==> config.mk <==
export PLATFORM = sky130hd
export DESIGN_NAME = sadc_deser
export DESIGN_NICKNAME = d
export VERILOG_FILES = /design/src/rtl/sadc_pkg.sv /design/src/rtl/sadc_tap.sv /design/src/rtl/sadc_framer.sv /design/src/rtl/sadc_lane.sv /design/src/rtl/sadc_deser.sv
export SDC_FILE = /design/constraint.sdc
export NUM_CORES = 1
export LEC_CHECK = 0
export ABC_AREA = 1
export BUFFER_PORTS_ARGS = -buffer_cell sky130_fd_sc_hd__buf_4
export CORE_MARGIN = 1.5
export CORE_UTILIZATION = 35
export CTS_BUF_LIST = sky130_fd_sc_hd__clkbuf_8
export DETAILED_ROUTE_END_ITERATION = 10
export GPL_ROUTABILITY_DRIVEN = 1
export PLACE_DENSITY_LB_ADDON = 0.15
export RECOVER_POWER = 25
export REMOVE_ABC_BUFFERS = 1
export SKIP_CTS_REPAIR_TIMING = 1
export SLEW_MARGIN = 40
export SYNTH_ARGS = -nofsm -noshare
export SYNTH_HDL_FRONTEND = slang
export SYNTH_SLANG_ARGS = --single-unit
==> constraint.sdc <==
create_clock -name clk -period 2.11 [get_ports clk]
set_input_delay 0.211 -clock clk [delete_from_list [all_inputs] [get_ports clk]]
set_output_delay 0.211 -clock clk [all_outputs]
set_load 0.01 [all_outputs]
==> src/rtl/sadc_pkg.sv <==
package sadc_pkg;
  typedef enum logic [1:0] {
    ST_IDLE  = 2'd0,
    ST_HUNT  = 2'd1,
    ST_ALIGN = 2'd2,
    ST_LOCK  = 2'd3
  } align_st_e;
endpackage

==> src/rtl/sadc_tap.sv <==
module sadc_tap #(
  parameter int TAP_W = 6
) (
  input  logic             clk,
  input  logic             rst_n,
  input  logic             inc_i,
  input  logic             dec_i,
  output logic [TAP_W-1:0] tap_o
);
  logic [TAP_W-1:0] tap_q;

  // modular arithmetic gives the wrap at both ends
  always_ff @(posedge clk) begin
    if (!rst_n) tap_q <= '0;
    else if (inc_i && !dec_i) tap_q <= tap_q + 1'b1;
    else if (dec_i && !inc_i) tap_q <= tap_q - 1'b1;
  end

  assign tap_o = tap_q;

  AST_TAP_UP: assert property (@(posedge clk) disable iff (!rst_n)
    (inc_i && !dec_i) |=> (tap_q == TAP_W'($past(tap_q) + 1'b1)));
  AST_TAP_DOWN: assert property (@(posedge clk) disable iff (!rst_n)
    (dec_i && !inc_i) |=> (tap_q == TAP_W'($past(tap_q) - 1'b1)));
  AST_TAP_HOLD: assert property (@(posedge clk) disable iff (!rst_n)
    (inc_i == dec_i) |=> $stable(tap_q));
endmodule

==> src/rtl/sadc_framer.sv <==
module sadc_framer
  import sadc_pkg::*;
#(
  parameter int LONG_CYC  = 7,
  parameter int SHORT_CYC = 6,
  parameter int PH_W      = 3
) (
  input  logic            clk,
  input  logic            rst_n,
  input  logic            res14_i,
  input  logic            sync_i,
  input  logic            frame_i,
  output logic [PH_W-1:0] phase_o,
  output logic            cap_o,
  output logic            last_o,
  output logic            res_o,
  output logic            valid_o
);
  align_st_e       state_q;
  logic            frame_q;
  logic [PH_W-1:0] cnt_q;
  logic            seen_q;
  logic            res_q;
  logic            valid_q;

  logic [PH_W-1:0] wlast;
  logic            edge_w, counting, at_start, last_w, mism_w, res_chg, drop_w;

  assign wlast    = res_q ? PH_W'(LONG_CYC - 1) : PH_W'(SHORT_CYC - 1);
  assign edge_w   = frame_i & ~frame_q;
  assign counting = (state_q == ST_ALIGN) || (state_q == ST_LOCK);
  assign at_start = (cnt_q == '0);
  assign last_w   = counting && (cnt_q == wlast);
  assign mism_w   = counting && (edge_w != at_start);
  assign res_chg  = (res14_i != res_q);
  assign drop_w   = sync_i | res_chg | mism_w;

  always_ff @(posedge clk) begin
    if (!rst_n) begin
      state_q <= ST_IDLE;
      frame_q <= 1'b0;
      cnt_q   <= '0;
      seen_q  <= 1'b0;
      res_q   <= 1'b1;
      valid_q <= 1'b0;
    end else begin
      frame_q <= frame_i;
      valid_q <= (state_q == ST_LOCK) && last_w && !drop_w;
      if (sync_i) begin
        state_q <= ST_HUNT;
        res_q   <= res14_i;
        cnt_q   <= '0;
        seen_q  <= 1'b0;
      end else if (res_chg) begin
        state_q <= ST_IDLE;
        cnt_q   <= '0;
      end else begin
        unique case (state_q)
          ST_IDLE: ;
          ST_HUNT: if (edge_w) begin
            state_q <= ST_ALIGN;
            cnt_q   <= PH_W'(1);
            seen_q  <= 1'b0;
          end
          default: begin
            if (mism_w) begin
              state_q <= ST_HUNT;
              cnt_q   <= '0;
            end else begin
              cnt_q <= last_w ? '0 : cnt_q + 1'b1;
              if (at_start && state_q == ST_ALIGN) begin
                if (seen_q) state_q <= ST_LOCK;
                else        seen_q  <= 1'b1;
              end
            end
          end
        endcase
      end
    end
  end

  assign phase_o = counting ? cnt_q : '0;
  assign cap_o   = counting || ((state_q == ST_HUNT) && edge_w);
  assign last_o  = last_w;
  assign res_o   = res_q;
  assign valid_o = valid_q;

  AST_ONE_CYCLE_VALID: assert property (@(posedge clk) disable iff (!rst_n)
    valid_q |=> !valid_q);
  AST_VALID_FROM_LOCK: assert property (@(posedge clk) disable iff (!rst_n)
    valid_q |-> ($past(state_q) == ST_LOCK));
  AST_PHASE_BOUND: assert property (@(posedge clk) disable iff (!rst_n)
    counting |-> (cnt_q <= wlast));
  AST_SYNC_NO_VALID: assert property (@(posedge clk) disable iff (!rst_n)
    sync_i |=> !valid_q);
  AST_RES_UNLOCK: assert property (@(posedge clk) disable iff (!rst_n)
    (!sync_i && (res14_i != res_q)) |=> (state_q == ST_IDLE));
endmodule

==> src/rtl/sadc_lane.sv <==
module sadc_lane #(
  parameter int OUT_W    = 14,
  parameter int SHORT_W  = 12,
  parameter int LONG_CYC = 7,
  parameter int PH_W     = 3
) (
  input  logic             clk,
  input  logic             rst_n,
  input  logic             rise_i,
  input  logic             fall_i,
  input  logic [PH_W-1:0]  phase_i,
  input  logic             cap_i,
  input  logic             last_i,
  input  logic             res14_i,
  output logic [OUT_W-1:0] word_o
);
  localparam int PAD_W = OUT_W - SHORT_W;

  logic [OUT_W-1:0] sh_q, full_w, word_q;

  // rising-edge bit is the lower of each pair; pair k lands at bits 2k, 2k+1
  always_comb begin
    full_w = sh_q;
    for (int k = 0; k < LONG_CYC; k++) begin
      if (phase_i == PH_W'(k)) begin
        full_w[2*k]   = rise_i;
        full_w[2*k+1] = fall_i;
      end
    end
  end

  always_ff @(posedge clk) begin
    if (!rst_n) begin
      sh_q   <= '0;
      word_q <= '0;
    end else begin
      if (cap_i) sh_q <= full_w;
      if (last_i) word_q <= res14_i ? full_w : {full_w[SHORT_W-1:0], {PAD_W{1'b0}}};
    end
  end

  assign word_o = word_q;

  AST_LOW_BITS_ZERO: assert property (@(posedge clk) disable iff (!rst_n)
    (last_i && !res14_i) |=> (word_q[PAD_W-1:0] == '0));
endmodule

==> src/rtl/sadc_deser.sv <==
module sadc_deser #(
  parameter int NUM_CH  = 2,
  parameter int OUT_W   = 14,
  parameter int SHORT_W = 12,
  parameter int TAP_W   = 6
) (
  input  logic                    clk,
  input  logic                    rst_n,
  input  logic                    res14_i,
  input  logic                    sync_i,
  input  logic                    inc_i,
  input  logic                    dec_i,
  input  logic                    frame_i,
  input  logic [NUM_CH-1:0]       rise_i,
  input  logic [NUM_CH-1:0]       fall_i,
  output logic [NUM_CH*OUT_W-1:0] word_o,
  output logic                    valid_o,
  output logic [TAP_W-1:0]        tap_o
);
  localparam int LONG_CYC  = OUT_W / 2;
  localparam int SHORT_CYC = SHORT_W / 2;
  localparam int PH_W      = $clog2(LONG_CYC + 1);

  logic [PH_W-1:0] phase;
  logic            cap, last, res_q;

  sadc_framer #(.LONG_CYC(LONG_CYC), .SHORT_CYC(SHORT_CYC), .PH_W(PH_W)) u_framer (
    .clk(clk), .rst_n(rst_n), .res14_i(res14_i), .sync_i(sync_i), .frame_i(frame_i),
    .phase_o(phase), .cap_o(cap), .last_o(last), .res_o(res_q), .valid_o(valid_o)
  );

  for (genvar c = 0; c < NUM_CH; c++) begin : g_lane
    sadc_lane #(.OUT_W(OUT_W), .SHORT_W(SHORT_W), .LONG_CYC(LONG_CYC), .PH_W(PH_W)) u_lane (
      .clk(clk), .rst_n(rst_n), .rise_i(rise_i[c]), .fall_i(fall_i[c]),
      .phase_i(phase), .cap_i(cap), .last_i(last), .res14_i(res_q),
      .word_o(word_o[c*OUT_W +: OUT_W])
    );
  end

  sadc_tap #(.TAP_W(TAP_W)) u_tap (
    .clk(clk), .rst_n(rst_n), .inc_i(inc_i), .dec_i(dec_i), .tap_o(tap_o)
  );
endmodule

==> flow_summary.toml, run 1 <==
[sta]
period_share_pct = 88.6
slew_viol_final = 0
rsz0062_at_grt = "no"
fmax_mhz = 535
min_period_ps = 1870
setup_ws_ps = 241
max-slew-margin-rel_pct = 56.5
hold_viol = 0
tightest_slew_ps = 650
finalSetupViolations = 0
setup-tns-final_ps = 0
fin_skew_ps = 8.28

[grt]
grt_max_degree = 29
grtUsageMet2_pct = 28.7
grt_pass1_vias = 2920
antenna_found_initial = 0
grtUsageTotal_pct = 17.8
gr-max-usage-layer = "met2"
gr-usage-met1_pct = 23.5
use_met3_pct = 3.02
grt_overflow = 0
grt_pass1_wl_um = 13900

[pwr]
ir_worst_vdd_mv = 0.292
p_seq_share_pct = 47.2
netSwitchingPower_w = 0.000715
p_clk_share_pct = 42.5
power.share.switching_pct = 25.6
leakagePower_nw = 1.86
p_comb_share_pct = 10.3
power.internal_w = 0.00208
powerDensity_mw_per_mm2 = 735

[setup_path]
path_delay_family = "simple AND/OR/NAND/NOR gates"
reg2reg_depth = 9
required_ps = 2410
worstReg2RegEnd = "g_lane[1].u_lane.word_o[8]"
critical_path_class = "flop to flop"
crit_buf_inv = 2
crit_top_cell = "nand2_1"
cpMaxStageDelayCell = "nor2_4"
crit_fanout = 27
cp_cell_sequence = "nand2_1 > inv_2 > nand2_2 > nor2_8 > nor2_4 > nand2_1 > o211ai_1 > nand2_1 > inv_1"
critPathMaxStageDelay_ps = 520
r2r_setup_slack_ps = 240
start_kind = "flop"
end_kind = "flop"
worstPathArrival_ps = 2170
crit-reg2reg-launch = "u_framer.state_q[1]"

[floorplan]
dieWidth_um = 99.2
die_y_um = 99.2
rows = 34
num_io_pins = 46
initial_utilization_pct = 36.6
coreArea_mm2 = 0.00885
die-area_mm2 = 0.00983

[placement]
place_congestion = 0.895
hpwl_um = 5670
post-place-ws_ps = 266
port-buffer-count = 45

[detailed_routing]
final_antenna_net_count = 0
drt-vias-per-instance = 4.78
drt-wirelength-per-cell_um = 12.9
drc_errors = 0
drt_iter0_drc = 99
num_vias = 2929
wirelength_um = 7930
dr.pass1.iters = 4

[logic_synthesis]
ys_seq_area_share_pct = 41.5
ys.warnings.count = 0
async_flop_share_pct = 0
synth_common_cells = "130 x nand2_1, 74 x inv_1, 67 x dfxtp_1"
yosys_most_used_dff = "dfxtp_1"
avgSynthCellArea_um2 = 7.14
syn_inst = 453
yosysUniqueCellTypes = 31
yosysMostFrequentCell = "nand2_1"
yosysTopAreaCell = "dfxtp_1"
ys_top_cells_by_area = "dfxtp_1 41%, nand2_1 15%, inv_1 8.6%"
synth_edf_count = 0
synth_top_area_share_pct = 41.5
syn_area_mm2 = 0.00324
ys_ff_latch = 67

[min_path]
min_path_type = "input port to flop"
min_to = "u_framer.frame_q"
hold_depth = 3
min-delay-start = "frame_i"

[finish]
drive_gt1_share_pct = 12.3
area_delta_synth_final_pct = 17.3
diodes = 0
final_util_pct = 42.9
nets = 519
n_fill_cell = 962

[cts]
clk_pin_slew_worst_paths_ps = 70
cts_tree = "built"
clock_sinks = 67
cts-root-buf = "clkbuf_8"
htree_levels = 3
cts_buffers = 9
clk-insertion-delay-late_ps = 350
clockBufferDepth = 2

[flow_run]
max_cap_viol_count = 0

[run_status]
status = "finished clean"
final cells by class:
class                           instances  area, µm²  share of cell area, %
Timing Repair Buffer                   50        293                   7.72
Inverter                               79        299                   7.88
Sequential cell                        67       1340                   35.3
Clock inverter                          7       93.8                   2.47
Multi-Input combinational cell        293       1510                   39.8
Clock buffer                            9        124                   3.26
Tap cell                              108        135                   3.56
sequential cells by signal (all words and copies together) (netlist names):
name and cells:
u_framer.seen_q 1, u_tap.tap_o 6, u_framer.valid_o 1, u_framer.frame_q 1, u_framer.state_q 2, g_lane.u_lane.word_o 28, g_lane.u_lane.sh_q 24, u_framer.res_o 1
u_framer.cnt_q 3
layout by cell type (no fill, tap or decap), types with 3 or more instances in the layout:
cell | Yosys | routed
clkbuf_1 | 6 | 22
xnor2_1 | 4 | 4
dfxtp_1 | 67 | 67
inv_1 | 74 | 75
o211ai_2 | 4 | 4
nor2_4 | 3 | 3
nand2_1 | 130 | 130
a21oi_1 | 16 | 16
or2_0 | 3 | 3
nand4_1 | 3 | 3
ha_1 | 7 | 7
a211oi_1 | 4 | 4
nor2_1 | 39 | 39
o21ai_0 | 26 | 26
buf_4 | 2 | 28
clkbuf_8 | 0 | 9
o211ai_1 | 20 | 20
nand3_1 | 20 | 20
inv_2 | 4 | 4
through the flow:
stage               hold WS, ps  area [µm²]  total power [W]  cells
global placement            409        3660          0.00163    597
floorplan                   304        3150          0.00153    439
finish                     60.6        3790          0.00279    613
detailed placement          420        3660          0.00164    597
global route               82.7        3790          0.00294    613
CTS                        50.6        3880          0.00283    613
cells by family (layout without fill, tap and decap cells):
| family | after synthesis | count (layout) | share of synthesized area, % |
|---|---|---|---|
| and+or+nand+nor | 209 | 209 | 28.1 |
| buffers and inverters | 93 | 145 | 11.9 |
| AOI/OAI and AO/OA | 72 | 72 | 14.1 |
| DFF | 67 | 67 | 41.5 |
| adders and majority gates | 8 | 8 | 3.33 |
| xor gates and xnor gates | 4 | 4 | 1.08 |
power by group through the flow:
stage	sequential [W]	clock [W]	combinational, W
final	0.00132	0.00118	0.000288
after global routing	0.00132	0.00128	0.000337
after CTS	0.00132	0.00122	0.000291
after detailed placement	0.00135	0	0.000289
after global placement	0.00135	0	0.000286
after floorplan	0.00135	0	0.000179
worst max-delay path by stage:
stage | startpoint | to | slack (ps) | depth (start not counted)
after floorplan | u_tap.tap_o[0] | u_tap.tap_o[4] | 550 | 9
after global placement | u_framer.state_q[1] | g_lane[0].u_lane.word_o[5] | 310 | 9
after detailed placement | u_framer.state_q[1] | g_lane[1].u_lane.word_o[8] | 270 | 9
after CTS | u_framer.state_q[1] | g_lane[1].u_lane.word_o[8] | 230 | 9
after global routing | u_framer.state_q[1] | g_lane[0].u_lane.word_o[4] | 60 | 9
final | u_framer.state_q[1] | g_lane[1].u_lane.word_o[8] | 240 | 9
worst register-to-register path, cell delays in order, from the launching register on:
cell	delay, ps
dfxtp_1	400
nand2_1	140
inv_2	70
nand2_2	200
nor2_8	100
nor2_4	520
nand2_1	140
o211ai_1	130
nand2_1	80
inv_1	60
per-layer routing:
metal / share of wire [%] / routed length [µm] / up-vias
met5: 0 / 0 / -
met4: 2.2 / 174 / 0
met3: 4.3 / 340 / 16
met2: 46 / 3670 / 63
met1: 47 / 3750 / 1336
li1: - / - / 1514
Power figures use the tool's default switching activity.
==> run 2, diff against run 1 <==
- clock period: 2.11 -> 1.9 ns (I/O delays scaled with it)
==> flow_summary.toml, run 2 (synthesis results as in run 1) <==
[sta]
fmax_mhz = 575
whs_ps = 42.7
min_period_ps = 1740
period_share_pct = 91.5
finalSetupViolations = 0
max-slew-margin-rel_pct = 68.5
hold_viol = 0
rsz0062_at_grt = "no"
setup-tns-final_ps = 0
fin_skew_ps = 11.4
tightest_slew_ps = 467
slew_viol_final = 0

[grt]
antenna_found_initial = 0
grt_max_degree = 30
grt_overflow = 0
grt_pass1_vias = 2906
grtUsageTotal_pct = 17.9
grt_pass1_wl_um = 13700

[floorplan]
die-area_mm2 = 0.00983
dieWidth_um = 99.2
coreArea_mm2 = 0.00885
num_io_pins = 46
rows = 34
initial_utilization_pct = 36.6
die_y_um = 99.2

[detailed_routing]
drt-met1-wl_um = 4130
dr.pass1.iters = 4
wl_met3_um = 301
wirelength_um = 8330
drt-vias-per-instance = 4.75
drt-wirelength-per-cell_um = 13.5
num_vias = 2931
drt_iter0_drc = 84
top_layer_used = "met4"
route.met2.wl_um = 3760
drc_errors = 0
final_antenna_net_count = 0

[finish]
largest_reg_flops = 28
fin_area_mm2 = 0.00383
nets = 523
drive_gt1_share_pct = 13.4
final_common_cell = "nand2_1"
final_cell_mix = "130 x nand2_1, 75 x inv_1, 65 x dfxtp_1, 39 x nor2_1, 31 x buf_4"
diodes = 0
final_util_pct = 43.3
area_delta_synth_final_pct = 18.4

[cts]
clock_sinks = 67
clockBufferDepth = 2
cts_buffers = 9
cts-root-buf = "clkbuf_8"
clk_pin_slew_worst_paths_ps = 70
clk-insertion-delay-late_ps = 350
htree_levels = 3
cts_tree = "built"

[min_path]
min-delay-start = "frame_i"
min_path_type = "input port to flop"

[setup_path]
crit_fanout = 15
crit-reg2reg-launch = "u_framer.cnt_q[2]"
start_kind = "flop"
path_delay_family = "simple AND/OR/NAND/NOR gates"
critPathMaxStageDelay_ps = 430
worstPathArrival_ps = 2000
crit_buf_inv = 2
critical_path_class = "flop to flop"
required_ps = 2160
cpMaxStageDelayCell = "dfxtp_1"
end_kind = "flop"
cp-startpoint = "u_framer.cnt_q[2]"
cp_cell_sequence = "nand2_1 > inv_2 > nand2_4 > nor2_8 > inv_2 > nand2_4 > nor2_1 > a211oi_1"

[placement]
place_area_mm2 = 0.00367
port-buffer-count = 45
place_congestion = 0.868
hpwl_um = 5720

[pwr]
power_w = 0.00310
ir_worst_vdd_mv = 0.341
leakagePower_nw = 1.88
powerDensity_mw_per_mm2 = 810

[run_status]
status = "finished clean"

[flow_run]
max_cap_viol_count = 0
[run 2: cell types whose count changed in the layout (fill, tap and decap cells not counted), sizes merged]
| cell | delta |
|---|---|
| nor2 | +1 |
| buf | +3 |
[run 2: where the power goes]
group	internal, W	switching [W]	total (W)	leakage [nW]
Sequential	0.00143	0.0000267	0.00146	0.543
Combinational	0.000134	0.000193	0.000327	1.22
Clock	0.000736	0.000579	0.00131	0.111
Total	0.00230	0.000798	0.00310	1.88
[run 2: tightest hold or removal path, cell delays in order]
cell and delay (ps):
buf_4 90, nand2_1 40, inv_1 40
[run 2: routing by layer]
metal  vias to the layer above  global-route usage (%)
met5                         -                       0
met4                         0                    8.67
met3                        10                    3.65
met2                        59                    28.5
met1                      1340                    23.3
li1                       1522                       -
[run 2: final timing paths]
path / slack [ps] / to / cells after the start
worst max register to register: 160 / g_lane[1].u_lane.word_o[13] / 8
worst min register to register: 470 / g_lane[1].u_lane.word_o[1] / 2
worst min-delay path: 40 / u_framer.frame_q / 3
worst max-delay path: 160 / g_lane[1].u_lane.word_o[13] / 8
[run 2: cell type report]
type                       count  area [µm²]
clock buffer                   9         124
clock inverter                 7        93.8
fill                         979        5020
inverter                      79         299
multi-input combinational    294        1520
sequential                    67        1340
tap                          108         135
timing repair buffer          53         315
[run 2: metrics by stage]
stage	setup slack, ps	std cells
final	161	617
after detailed placement	22.4	598
after floorplan	344	439
after global routing	5.56	617
after global placement	102	598
after CTS	3.01	614
